## config.mk

```make
export PLATFORM = sky130hd
export DESIGN_NAME = evw_wait_ctrl
export DESIGN_NICKNAME = d
export VERILOG_FILES = /design/src/rtl/evw_pkg.sv /design/src/rtl/evw_event_flag.sv /design/src/rtl/evw_wake_qual.sv /design/src/rtl/evw_fsm.sv /design/src/rtl/evw_wait_ctrl.sv
export SDC_FILE = /design/constraint.sdc
export NUM_CORES = 1
export LEC_CHECK = 0
export BUFFER_PORTS_ARGS = -buffer_cell sky130_fd_sc_hd__buf_2
export CAP_MARGIN = 5
export CORE_AREA = 3 3 40 42
export DETAILED_ROUTE_END_ITERATION = 10
export DIE_AREA = 0 0 43 45
export GPL_TIMING_DRIVEN = 0
export PLACE_DENSITY = 0.66
export RECOVER_POWER = 25
export SLEW_MARGIN = 20
export SYNTH_ARGS = -nofsm -noshare
export SYNTH_HDL_FRONTEND = slang
export SYNTH_SLANG_ARGS = --single-unit
```

## constraint.sdc

```tcl
create_clock -name clk -period 1.8 [get_ports clk]
set_clock_uncertainty 0.05 [all_clocks]
set_input_delay 0.36 -clock clk [delete_from_list [all_inputs] [get_ports clk]]
set_output_delay 0.36 -clock clk [all_outputs]
set_load 0.02 [all_outputs]
```

## src/rtl/evw_pkg.sv

```systemverilog
package evw_pkg;
  typedef enum logic [1:0] {
    ST_RUN       = 2'd0,
    ST_SLEEP_WFE = 2'd1,
    ST_SLEEP_WFI = 2'd2
  } evw_state_e;
endpackage

```

## src/rtl/evw_event_flag.sv

```systemverilog
module evw_event_flag #(
  parameter int N_SET = 4
) (
  input  logic             clk,
  input  logic             rst_n,
  input  logic [N_SET-1:0] set_req,
  input  logic             clr_req,
  output logic             ev_q
);
  logic ev_d;
  logic ev_en;

  // set beats clear so an event never vanishes
  always_comb begin
    ev_en = (|set_req) | clr_req;
    ev_d  = |set_req;
  end

  always_ff @(posedge clk or negedge rst_n) begin
    if (!rst_n)     ev_q <= 1'b0;
    else if (ev_en) ev_q <= ev_d;
  end

  a_r4_set_wins: assert property (@(posedge clk) disable iff (!rst_n)
    (|set_req) |=> ev_q);
  a_r2_clear_alone: assert property (@(posedge clk) disable iff (!rst_n)
    (clr_req && !(|set_req)) |=> !ev_q);
endmodule

```

## src/rtl/evw_wake_qual.sv

```systemverilog
module evw_wake_qual #(
  parameter int N_PEER = 3
) (
  input  logic              irq,
  input  logic              fiq,
  input  logic              async_abort,
  input  logic              irq_mask,
  input  logic              fiq_mask,
  input  logic              abort_mask,
  input  logic              dbg_req,
  input  logic              dbg_en,
  input  logic [N_PEER-1:0] peer_event,
  input  logic              impl_event,
  input  logic              timer_stream,
  output logic              ext_event,
  output logic              wfe_wake_src,
  output logic              wfi_wake
);
  logic [N_PEER-1:0] peer_seen;
  logic              abort_live;

  genvar gi;
  generate
    for (gi = 0; gi < N_PEER; gi++) begin : g_peer
      assign peer_seen[gi] = peer_event[gi];
    end
  endgenerate

  always_comb begin
    abort_live   = async_abort & ~abort_mask;
    ext_event    = (|peer_seen) | impl_event | timer_stream;
    wfe_wake_src = ext_event
                 | (irq & ~irq_mask)
                 | (fiq & ~fiq_mask)
                 | abort_live
                 | (dbg_req & dbg_en);
    wfi_wake     = irq | fiq | abort_live | dbg_req;
  end
endmodule

```

## src/rtl/evw_fsm.sv

```systemverilog
module evw_fsm
  import evw_pkg::*;
(
  input  logic       clk,
  input  logic       rst_n,
  input  logic       wfe_hint,
  input  logic       wfi_hint,
  input  logic       sev_hint,
  input  logic       sevl_hint,
  input  logic       ev_q,
  input  logic       trap_wfe_ok,
  input  logic       trap_wfi_ok,
  input  logic       wfe_wake_src,
  input  logic       wfi_wake,
  output evw_state_e state_q,
  output logic       local_set,
  output logic       flag_clr,
  output logic       resume_q,
  output logic       trap_q,
  output logic       evout_q
);
  evw_state_e state_d;
  logic run, take_wfe, take_wfi;
  logic wfe_now, wfe_trap, wfi_trap, wake_e, wake_i;
  logic resume_d, trap_d, evout_d;

  always_comb begin
    run      = (state_q == ST_RUN);
    take_wfe = run & wfe_hint;
    take_wfi = run & wfi_hint & ~wfe_hint;
    wfe_now  = take_wfe & ev_q;
    wfe_trap = take_wfe & ~ev_q & trap_wfe_ok;
    wfi_trap = take_wfi & trap_wfi_ok;
    wake_e   = (state_q == ST_SLEEP_WFE) & (wfe_wake_src | ev_q);
    wake_i   = (state_q == ST_SLEEP_WFI) & wfi_wake;
    state_d  = state_q;
    if (take_wfe && !ev_q && !trap_wfe_ok) state_d = ST_SLEEP_WFE;
    else if (take_wfi && !trap_wfi_ok)     state_d = ST_SLEEP_WFI;
    else if (wake_e || wake_i)             state_d = ST_RUN;
    local_set = run & (sev_hint | sevl_hint);
    flag_clr  = wfe_now | wake_e;
    resume_d  = wfe_now | wake_e | wake_i;
    trap_d    = wfe_trap | wfi_trap;
    evout_d   = run & sev_hint;
  end

  always_ff @(posedge clk or negedge rst_n) begin
    if (!rst_n) begin
      state_q  <= ST_RUN;
      resume_q <= 1'b0;
      trap_q   <= 1'b0;
      evout_q  <= 1'b0;
    end else begin
      state_q  <= state_d;
      resume_q <= resume_d;
      trap_q   <= trap_d;
      evout_q  <= evout_d;
    end
  end

  a_r2_immediate: assert property (@(posedge clk) disable iff (!rst_n)
    (state_q == ST_RUN && wfe_hint && ev_q) |=> (state_q == ST_RUN && resume_q));
  a_r6_wfe_holds: assert property (@(posedge clk) disable iff (!rst_n)
    (state_q == ST_SLEEP_WFE && !wfe_wake_src && !ev_q) |=> (state_q == ST_SLEEP_WFE));
  a_r7_wfi_holds: assert property (@(posedge clk) disable iff (!rst_n)
    (state_q == ST_SLEEP_WFI && !wfi_wake) |=> (state_q == ST_SLEEP_WFI));
  a_r10_no_evout_asleep: assert property (@(posedge clk) disable iff (!rst_n)
    (state_q != ST_RUN) |=> !evout_q);
endmodule

```

## src/rtl/evw_wait_ctrl.sv

```systemverilog
module evw_wait_ctrl
  import evw_pkg::*;
#(
  parameter int N_PEER = 3
) (
  input  logic              clk,
  input  logic              rst_n,
  input  logic              wfe_hint,
  input  logic              wfi_hint,
  input  logic              sev_hint,
  input  logic              sevl_hint,
  input  logic              irq,
  input  logic              fiq,
  input  logic              async_abort,
  input  logic              irq_mask,
  input  logic              fiq_mask,
  input  logic              abort_mask,
  input  logic              dbg_req,
  input  logic              dbg_en,
  input  logic              dbg_entry,
  input  logic              exc_return,
  input  logic              wfe_trap_en,
  input  logic              wfi_trap_en,
  input  logic              non_secure,
  input  logic              hyp_mode,
  input  logic [N_PEER-1:0] peer_event,
  input  logic              impl_event,
  input  logic              timer_stream,
  output logic              sleeping,
  output logic              wake_pulse,
  output logic              trap_req,
  output logic              event_out
);
  localparam int N_SET = 4;

  evw_state_e       state_q;
  logic             ev_q, local_set, flag_clr;
  logic             ext_event, wfe_wake_src, wfi_wake;
  logic             trap_zone, trap_wfe_ok, trap_wfi_ok, ext_set;
  logic [N_SET-1:0] set_vec;

  always_comb begin
    trap_zone   = non_secure & ~hyp_mode;
    trap_wfe_ok = trap_zone & wfe_trap_en;
    trap_wfi_ok = trap_zone & wfi_trap_en;
    // in event-wait sleep an incoming event is spent as the wake itself
    ext_set     = ext_event & (state_q != ST_SLEEP_WFE);
    set_vec     = {local_set, ext_set, dbg_entry, exc_return};
    sleeping    = (state_q != ST_RUN);
  end

  evw_wake_qual #(.N_PEER(N_PEER)) u_qual (
    .irq(irq), .fiq(fiq), .async_abort(async_abort),
    .irq_mask(irq_mask), .fiq_mask(fiq_mask), .abort_mask(abort_mask),
    .dbg_req(dbg_req), .dbg_en(dbg_en), .peer_event(peer_event),
    .impl_event(impl_event), .timer_stream(timer_stream),
    .ext_event(ext_event), .wfe_wake_src(wfe_wake_src), .wfi_wake(wfi_wake)
  );

  evw_event_flag #(.N_SET(N_SET)) u_flag (
    .clk(clk), .rst_n(rst_n), .set_req(set_vec), .clr_req(flag_clr), .ev_q(ev_q)
  );

  evw_fsm u_fsm (
    .clk(clk), .rst_n(rst_n),
    .wfe_hint(wfe_hint), .wfi_hint(wfi_hint),
    .sev_hint(sev_hint), .sevl_hint(sevl_hint),
    .ev_q(ev_q), .trap_wfe_ok(trap_wfe_ok), .trap_wfi_ok(trap_wfi_ok),
    .wfe_wake_src(wfe_wake_src), .wfi_wake(wfi_wake),
    .state_q(state_q), .local_set(local_set), .flag_clr(flag_clr),
    .resume_q(wake_pulse), .trap_q(trap_req), .evout_q(event_out)
  );

  a_r9_fall_wakes: assert property (@(posedge clk) disable iff (!rst_n)
    $fell(sleeping) |-> wake_pulse);
  a_r9_awake_on_pulse: assert property (@(posedge clk) disable iff (!rst_n)
    wake_pulse |-> !sleeping);
  a_r8_trap_awake: assert property (@(posedge clk) disable iff (!rst_n)
    trap_req |-> (!sleeping && !wake_pulse));
  a_r5_evout_source: assert property (@(posedge clk) disable iff (!rst_n)
    event_out |-> $past(sev_hint && !sleeping));
  a_r1_one_outcome: assert property (@(posedge clk) disable iff (!rst_n)
    $onehot0({wake_pulse, trap_req}));
endmodule

```

==> impl_metrics.csv, run 1 <==
group,metric,value,unit
place,dp_hpwl,769.8,um
setup_path,reg2reg_from,"u_fsm.state_q[1]",
grt,overflow,0,
hold_path,min-delay-start,"dbg_entry",
routing,vias_per_cell,4.586,
clocking,cts_buffers,3,
floorplanning,die_h,45,um
clocking,clock_latency,0.24,ns
routing,wl,887,um
synthesis,synth_ff_type,"dfrtp_1",
status,status,"finished, final reports clean",
synthesis,synth_area_leaders,"dfrtp_1 (40%), a21oi_1 (5.4%), nand2_1 (5.1%)",
place,portBuffers,28,
grt,grt_pass1_vias,362,
clocking,htree_num_levels,1,
grt,grt_max_degree,7,
grt,grt_first_pass_wirelength,1462,um
clocking,clkTransAtPathRegs,0.05,ns
timing,worst_pin_slew,0.3041,ns
timing,relSlewSlack,79.73,%
floorplanning,io-pin-count,29,
synthesis,yosysSeqAreaShare,40.40,%
setup_path,worst-r2r-cell-count,4,
synthesis,synthesis.area,371.6,um2
synthesis,ys_warn_count,0,
timing,drv_slew,0,
floorplanning,core-area,1285,um2
cells_and_area,fin_cells,87,
timing,rsz0062_at_grt,"false",
synthesis,synth_common_cells,"dfrtp_1 (6), nand2_1 (5), a21oi_1 (4), nor2_1 (4), inv_1 (3)",
cells_and_area,final_area,561.8,um2
flow_run,cap_violations,0,
timing,finalCriticalPeriod,1.538,ns
synthesis,synth_top_cell_by_area,"dfrtp_1",
routing,first_iter_violations,2,
floorplanning,placementRows,13,
synthesis,ys_types,21,
setup_path,crit_fanout,5,
place,gp_congestion,0.6489,
clocking,cts_tree,"done",
setup_path,r2r_slack,0.72,ns
place,dpl_cell_area,530.5,um2
setup_path,reg2reg_to,"u_fsm.state_q[0]",
synthesis,syn_area_per_cell,9.290,um2
cells_and_area,drive_gt1_share,50.00,%
cells_and_area,syn2layout_area_growth,51.18,%
routing,avgRoutedWirePerCell,10.20,um
grt,antenna_found_initial,0,
power_and_ir_drop,power_density,758.7,nW/um2
floorplanning,dieArea,1935,um2
routing,drtPass1Iterations,2,
synthesis,netlist.area_leader.share,40.40,%
clocking,clockBufferDepth,2,
synthesis,syn_nets,65,
setup_path,required,1.39,ns
setup_path,cp-end-kind,"primary output",
place,dpl.cell_count,83,
synthesis,async_reset_ff_share,100.0,%
synthesis,synth_most_common_cell,"dfrtp_1",
setup_path,cp-start-kind,"flop",
synthesis,syn_inst,40,
cells_and_area,nets,99,
hold_path,holdPathStages,3,
clocking,cts_sinks,6,
timing,setup_violations,0,
setup_path,critical_path_arrival,1.13,ns
cells_and_area,fin_util,43.72,%
synthesis,synth-edff-count,0,
cells_and_area,num_antenna_cells,0,
routing,ant_nets,0,
routing,dr_total_vias,399,
timing,finalCritPeriodShare,85.46,%
grt,groute.usage.overall,10.21,%
timing,hold_viol_final,0,
timing,finalSetupTns,0,ns
hold_path,hold_end,"u_flag.ev_q",
clocking,root_buffer,"clkbuf_4",
clocking,cts_resized,0,
synthesis,ys_seq_elements,6,
hold_path,hold_path.class,"in -> reg",
timing,clock.fmax,0.6501,GHz
power_and_ir_drop,power_leakage,0.2929,nW
floorplanning,die_w,43,um
floorplanning,start_util,28.92,%
setup_path,critical_path_class,"reg -> out",
power_and_ir_drop,peakVddDrop,0.2580,mV
routing,post-route-drc-count,0,
-- how the worst max path moves through the flow --
stage / slack [ns] / from / cells past startpoint / to
global placement: 0.52 / u_fsm.state_q[1] / 3 / sleeping
global route: 0.15 / u_fsm.state_q[0] / 3 / sleeping
finish: 0.26 / u_fsm.state_q[0] / 3 / sleeping
detailed placement: 0.52 / u_fsm.state_q[0] / 3 / sleeping
CTS: 0.26 / u_fsm.state_q[0] / 3 / sleeping
floorplan: 0.68 / u_fsm.state_q[1] / 2 / sleeping
-- layout by cell type, fill, tap and decap left out, types with 2 or more instances in the layout --
master	Yosys	layout
dfrtp_1	6	6
buf_2	0	27
a21oi_1	4	4
nor2b_1	2	2
inv_1	3	3
clkbuf_4	0	3
o21ai_0	2	2
nand2_1	5	5
nor2_1	4	4
-- routing by layer --
metal	global-route usage (%)	wire, um	vias to the layer above
met3	2.789	107	2
met4	7.229	6	0
met5	0	0	-
met1	12.71	374	168
li1	-	-	208
met2	15.27	399	21
-- sequential cells by signal, summed over array words and instances, names as in the netlist --
signal          cells
u_fsm.state_q       2
u_flag.ev_q         1
u_fsm.evout_q       1
u_fsm.resume_q      1
u_fsm.trap_q        1
-- power breakdown --
part / switching [mW] / leakage (nW) / internal (mW) / total (mW)
registers: 0.0137 / 0.0731 / 0.154 / 0.168
clock network: 0.0471 / 0.0138 / 0.0753 / 0.122
logic: 0.0737 / 0.206 / 0.0622 / 0.136
-- critical path, cell delays in order (launching register included) --
cell     delay, ns
dfrtp_1       0.42
nor2_1        0.25
inv_1         0.06
buf_2         0.16
-- layout make-up --
class / instances / area, um2
tap: 15 / 18.77
sequential: 6 / 150.1
clock buffer: 3 / 22.52
multi-input combinational: 31 / 210.2
inverter: 3 / 11.26
fill: 139 / 723.2
timing repair buffer: 29 / 148.9
-- kinds of logic (layout without fill, tap and decap cells) --
kind of cell | after synthesis | in the layout | share of synthesized area (%)
buf+inv | 3 | 35 | 3.030
flops | 6 | 6 | 40.40
compound gates | 12 | 12 | 23.23
simple gates | 19 | 19 | 33.33
-- through the flow --
stage	worst slack [ns]	total power, mW	hold slack [ns]
floorplan	0.6768	0.2438	0.01441
global placement	0.5216	0.3032	0.1357
detailed placement	0.5188	0.3057	0.1396
CTS	0.2565	0.4313	0.2903
global route	0.1476	0.4587	0.2908
finish	0.2618	0.4262	0.2949
-- repair_timing --
| action | 4_1_cts | 5_1_grt |
|---|---|---|
| hold buffers | 1 | 0 |
| hold endpoints to repair | 6 | 0 |
| setup buffers | 0 | 0 |
Power figures use the tool's default switching activity.
==> run 2: changes to the inputs <==
--- a/config.mk
+++ b/config.mk
@@ -12,7 +12,6 @@
 export DIE_AREA = 0 0 43 45
 export GPL_TIMING_DRIVEN = 0
 export PLACE_DENSITY = 0.66
-export RECOVER_POWER = 25
 export SLEW_MARGIN = 20
 export SYNTH_ARGS = -nofsm -noshare
 export SYNTH_HDL_FRONTEND = slang
==> run 2 against run 1 <==
  * Final cell count is the same
  * Total power hardly changed
  * Utilization up 0.097 points
  * Critical endpoint unchanged
  * Final area rose by 0.22%
  * Clock power about the same
==> impl_metrics.csv, run 2 (synthesis gave the netlist of run 1 again) <==
group,metric,value,unit
power_and_ir_drop,power_density,757.6,nW/um2
status,status,"finished, final reports clean",
timing,hold_viol_final,0,
timing,relSlewSlack,83.02,%
routing,first_iter_violations,2,
clocking,root_buffer,"clkbuf_4",
clocking,clock_latency,0.24,ns
setup_path,crit_slowest_cell,"dfrtp_1",
grt,grt_pass1_vias,362,
cells_and_area,largest_reg_flops,2,
cells_and_area,nets,99,
place,dp_hpwl,769.8,um
timing,clock.fmax,0.6500,GHz
clocking,clkTransAtPathRegs,0.05,ns
setup_path,critical_path_class,"reg -> out",
power_and_ir_drop,power_frac_comb,32.0,%
routing,avgRoutedWirePerCell,10.22,um
timing,finalCriticalPeriod,1.538,ns
cells_and_area,syn2layout_area_growth,51.52,%
power_and_ir_drop,p_sw,134.5,uW
setup_path,critical_path_arrival,1.13,ns
clocking,post-cts-setup-buffers,0,
setup_path,critPathTopFamily,"flip-flops",
grt,antenna_found_initial,0,
timing,drv_slew,0,
cells_and_area,top_register,"u_fsm.state_q",
cells_and_area,layout_commonest_cell,"buf_2",
place,gp_congestion,0.6489,
clocking,cts_sinks,6,
routing,ant_nets,0,
clocking,cts_tree,"done",
grt,grt_max_degree,7,
setup_path,cp-start-kind,"flop",
timing,finalSetupTns,0,ns
floorplanning,dieArea,1935,um2
floorplanning,placementRows,13,
cells_and_area,drive_gt1_share,51.39,%
power_and_ir_drop,swShare,31.53,%
setup_path,path_buf_inv,2,
timing,rsz0062_at_grt,"false",
floorplanning,start_util,28.92,%
hold_path,hold_path.class,"in -> reg",
power_and_ir_drop,power,426.6,uW
cells_and_area,num_antenna_cells,0,
power_and_ir_drop,pwr-share-clk,28.7,%
power_and_ir_drop,p_seq_share,39.3,%
floorplanning,core-area,1285,um2
clocking,cts_buffers,3,
grt,overflow,0,
setup_path,crit_fanout,5,
clocking,htree_num_levels,1,
setup_path,path_cells,"nor2_1 > inv_1 > buf_2",
clocking,clockBufferDepth,2,
routing,drtPass1Iterations,2,
routing,vias_per_cell,4.586,
cells_and_area,mostFrequentLayoutCells,"buf_2 (28), dfrtp_1 (6), nand2_1 (5)",
routing,dr_total_vias,399,
flow_run,cap_violations,0,
power_and_ir_drop,power_leakage,0.2957,nW
routing,wl,889,um
floorplanning,die_h,45,um
floorplanning,die_w,43,um
setup_path,max_stage_delay,0.42,ns
floorplanning,io-pin-count,29,
setup_path,required,1.39,ns
place,portBuffers,28,
timing,finalCritPeriodShare,85.46,%
power_and_ir_drop,intPower,292.1,uW
grt,grt_first_pass_wirelength,1462,um
timing,setup_violations,0,
timing,worst_pin_slew,0.2538,ns
setup_path,cp-end-kind,"primary output",
grt,groute.usage.overall,10.21,%
power_and_ir_drop,peakVddDrop,0.2580,mV
cells_and_area,filler_cell_count,140,
routing,post-route-drc-count,0,
[run 2: through the flow]
step                cells  setup WS, ns  util [%]  area (um2)  hold slack (ns)
global route           87        0.1476     43.82       563.0           0.2908
detailed placement     83        0.5188     41.29       530.5           0.1396
global placement       83        0.5216     41.29       530.5           0.1357
finish                 87        0.2617     43.82       563.0           0.2949
floorplan              40        0.6768         -       371.6          0.01441
CTS                    87        0.2565     43.82       563.0           0.2903
[run 2: final cells by class]
cell class	instances	area (um2)	share of cell area (%)
clock buffers	3	22.52	4.000
inverters	3	11.26	2.000
multi-input cells	31	210.2	37.33
flip-flops and latches	6	150.1	26.67
well taps	15	18.77	3.333
repair buffers	29	150.1	26.67
[run 2: worst paths after layout]
kind                                     to              from  slack [ns]  cells after the start
hold / removal                  u_flag.ev_q         dbg_entry        0.29                      3
max in group asynchronous     u_fsm.evout_q             rst_n        1.14                      2
setup / recovery                   sleeping  u_fsm.state_q[0]        0.26                      3
min in group asynchronous  u_fsm.state_q[0]             rst_n        0.42                      2
hold reg to reg            u_fsm.state_q[1]  u_fsm.state_q[1]        0.57                      2
setup reg to reg           u_fsm.state_q[0]  u_fsm.state_q[1]        0.72                      4
[run 2: metal layers]
layer	global-route usage [%]	wire length (um)
met5	0	0
met4	7.229	6
met3	2.789	107
met2	15.27	399
met1	12.71	376
[run 2: worst min-delay path: stages]
cell and delay (ns):
buf_2 0.07, nor2_1 0.03, o211ai_1 0.07
[run 2: power by group through the flow]
stage | registers (mW) | clock network, mW | logic, mW
floorplan | 0.182 | 0 | 0.0622
global placement | 0.169 | 0 | 0.134
detailed placement | 0.170 | 0 | 0.136
CTS | 0.168 | 0.126 | 0.138
global route | 0.169 | 0.138 | 0.152
finish | 0.168 | 0.122 | 0.136
[run 2: timing repair]
action / CTS / global route
hold buffers: 1 / 0
hold endpoints to repair: 6 / 0
gates resized for setup: 0 / 0
endpoints found under the setup margin: 0 / 0
==> run 3: changes to the inputs <==
--- a/config.mk
+++ b/config.mk
@@ -8,6 +8,7 @@
 export BUFFER_PORTS_ARGS = -buffer_cell sky130_fd_sc_hd__buf_2
 export CAP_MARGIN = 5
 export CORE_AREA = 3 3 40 42
+export CTS_BUF_LIST = sky130_fd_sc_hd__clkbuf_8
 export DETAILED_ROUTE_END_ITERATION = 10
 export DIE_AREA = 0 0 43 45
 export GPL_TIMING_DRIVEN = 0
==> run 3 against run 2 <==
  * Clock-buffer cell count is the same
  * Utilization grew 1.5 points
  * Non-clock buffer count is the same
  * Largest cell class unchanged
==> impl_metrics.csv, run 3 (synthesis gave the netlist of run 1 again) <==
group,metric,value,unit
floorplanning,placementRows,13,
floorplanning,dieArea,1935,um2
setup_path,critical_path_class,"reg -> out",
routing,vias_per_cell,4.678,
grt,busiest_layer,"met2",
cells_and_area,fin_util,45.28,%
timing,relSlewSlack,83.32,%
setup_path,cp-end-kind,"primary output",
grt,grt_max_degree,7,
grt,groute.usage.overall,10.38,%
clocking,clkTransAtPathRegs,0.03,ns
routing,drtPass1Iterations,2,
grt,gr-usage-met1,12.47,%
timing,finalCritPeriodShare,83.33,%
timing,fin_hold_ws,0.3153,ns
cells_and_area,largest_reg_flops,2,
clocking,clockBufferDepth,2,
setup_path,crit_fanout,5,
grt,use_met3,3.984,%
setup_path,critical_path_arrival,1.09,ns
place,gp_congestion,0.6489,
hold_path,hold_path.class,"in -> reg",
hold_path,holdPathStages,3,
grt,grt_use_met2,15.27,%
timing,drv_slew,0,
cells_and_area,num_antenna_cells,0,
grt,overflow,0,
place,portBuffers,28,
cells_and_area,syn2layout_area_growth,56.57,%
setup_path,cp-start-kind,"flop",
floorplanning,die_h,45,um
clocking,cts_resized,0,
routing,post-route-drc-count,0,
setup_path,path_buf_inv,2,
floorplanning,start_util,28.92,%
grt,grt_pass1_vias,367,
timing,setup_violations,0,
setup_path,path_cells,"nor2_1 > inv_1 > buf_2",
power_and_ir_drop,power,499.3,uW
floorplanning,core-area,1285,um2
clocking,cts_buffers,3,
cells_and_area,fin_cells,87,
flow_run,cap_violations,0,
setup_path,crit_slowest_cell,"dfrtp_1",
timing,rsz0062_at_grt,"false",
clocking,cts_hold_buffers,1,
routing,wl,883,um
clocking,cts_tree,"done",
grt,antenna_found_initial,0,
clocking,htree_num_levels,1,
timing,worst_pin_slew,0.2493,ns
timing,finalCriticalPeriod,1.500,ns
cells_and_area,layout_commonest_cell,"buf_2",
routing,first_iter_violations,1,
setup_path,critPathTopFamily,"flip-flops",
setup_path,critical_path_depth,3,
setup_path,max_stage_delay,0.41,ns
setup_path,worst-r2r-cell-count,4,
place,dpl.cell_count,83,
grt,grt_first_pass_wirelength,1462,um
routing,ant_nets,0,
cells_and_area,mostFrequentLayoutCells,"buf_2 (28), dfrtp_1 (6), nand2_1 (5)",
power_and_ir_drop,peakVddDrop,0.2657,mV
cells_and_area,top_register,"u_fsm.state_q",
place,dp_hpwl,769.8,um
routing,dr_total_vias,407,
timing,finalSetupTns,0,ns
power_and_ir_drop,power_density,858.2,nW/um2
cells_and_area,nets,99,
cells_and_area,filler_cell_count,136,
timing,hold_viol_final,0,
timing,clock.fmax,0.6667,GHz
clocking,post-cts-setup-buffers,0,
clocking,cts_sinks,6,
floorplanning,io-pin-count,29,
power_and_ir_drop,power_leakage,0.3035,nW
clocking,root_buffer,"clkbuf_8",
routing,avgRoutedWirePerCell,10.15,um
cells_and_area,drive_gt1_share,51.39,%
setup_path,required,1.39,ns
status,status,"finished, final reports clean",
clocking,clock_latency,0.22,ns
floorplanning,die_w,43,um
==> run 3: cell counts in the layout (fill, tap and decap cells not counted) <==
No cell type changed its count.
==> run 3: worst min-delay path, cell delays in order <==
cell,delay [ns]
buf_2,0.07
nor2_1,0.03
o211ai_1,0.07
==> run 3: final timing paths <==
check	slack, ns	startpoint	end
max in group asynchronous	1.12	rst_n	u_fsm.evout_q
min	0.32	dbg_entry	u_flag.ev_q
max reg2reg	0.74	u_fsm.state_q[1]	u_fsm.state_q[0]
max	0.30	u_fsm.state_q[0]	sleeping
min reg2reg	0.56	u_fsm.state_q[0]	u_fsm.state_q[0]
min in group asynchronous	0.45	rst_n	u_fsm.state_q[0]
==> run 3: per-layer routing <==
layer / wire length [um] / part of all wire [%]
met2: 404 / 46
met5: 0 / 0
met3: 107 / 12
met1: 365 / 41
met4: 6 / 0.68
==> run 3: layout make-up <==
cell class              count  area (um2)  share of cell area (%)
clock buffers               3       41.29                   7.097
inverters                   3       11.26                   1.935
well taps                  15       18.77                   3.226
flip-flops and latches      6       150.1                   25.81
multi-input cells          31       210.2                   36.13
repair buffers             29       150.1                   25.81
==> run 3: through the flow <==
step	worst slack, ns	cell area, um2
after floorplan	0.6768	371.6
after global placement	0.5216	530.5
after detailed placement	0.5188	530.5
after CTS	0.2833	581.8
after global routing	0.1731	581.8
final	0.3000	581.8
==> run 3: power by group <==
| group | total [mW] | switching (mW) | internal, mW |
|---|---|---|---|
| clock | 0.195 | 0.0518 | 0.143 |
| sequential | 0.168 | 0.0134 | 0.155 |
| combinational | 0.136 | 0.0738 | 0.0626 |
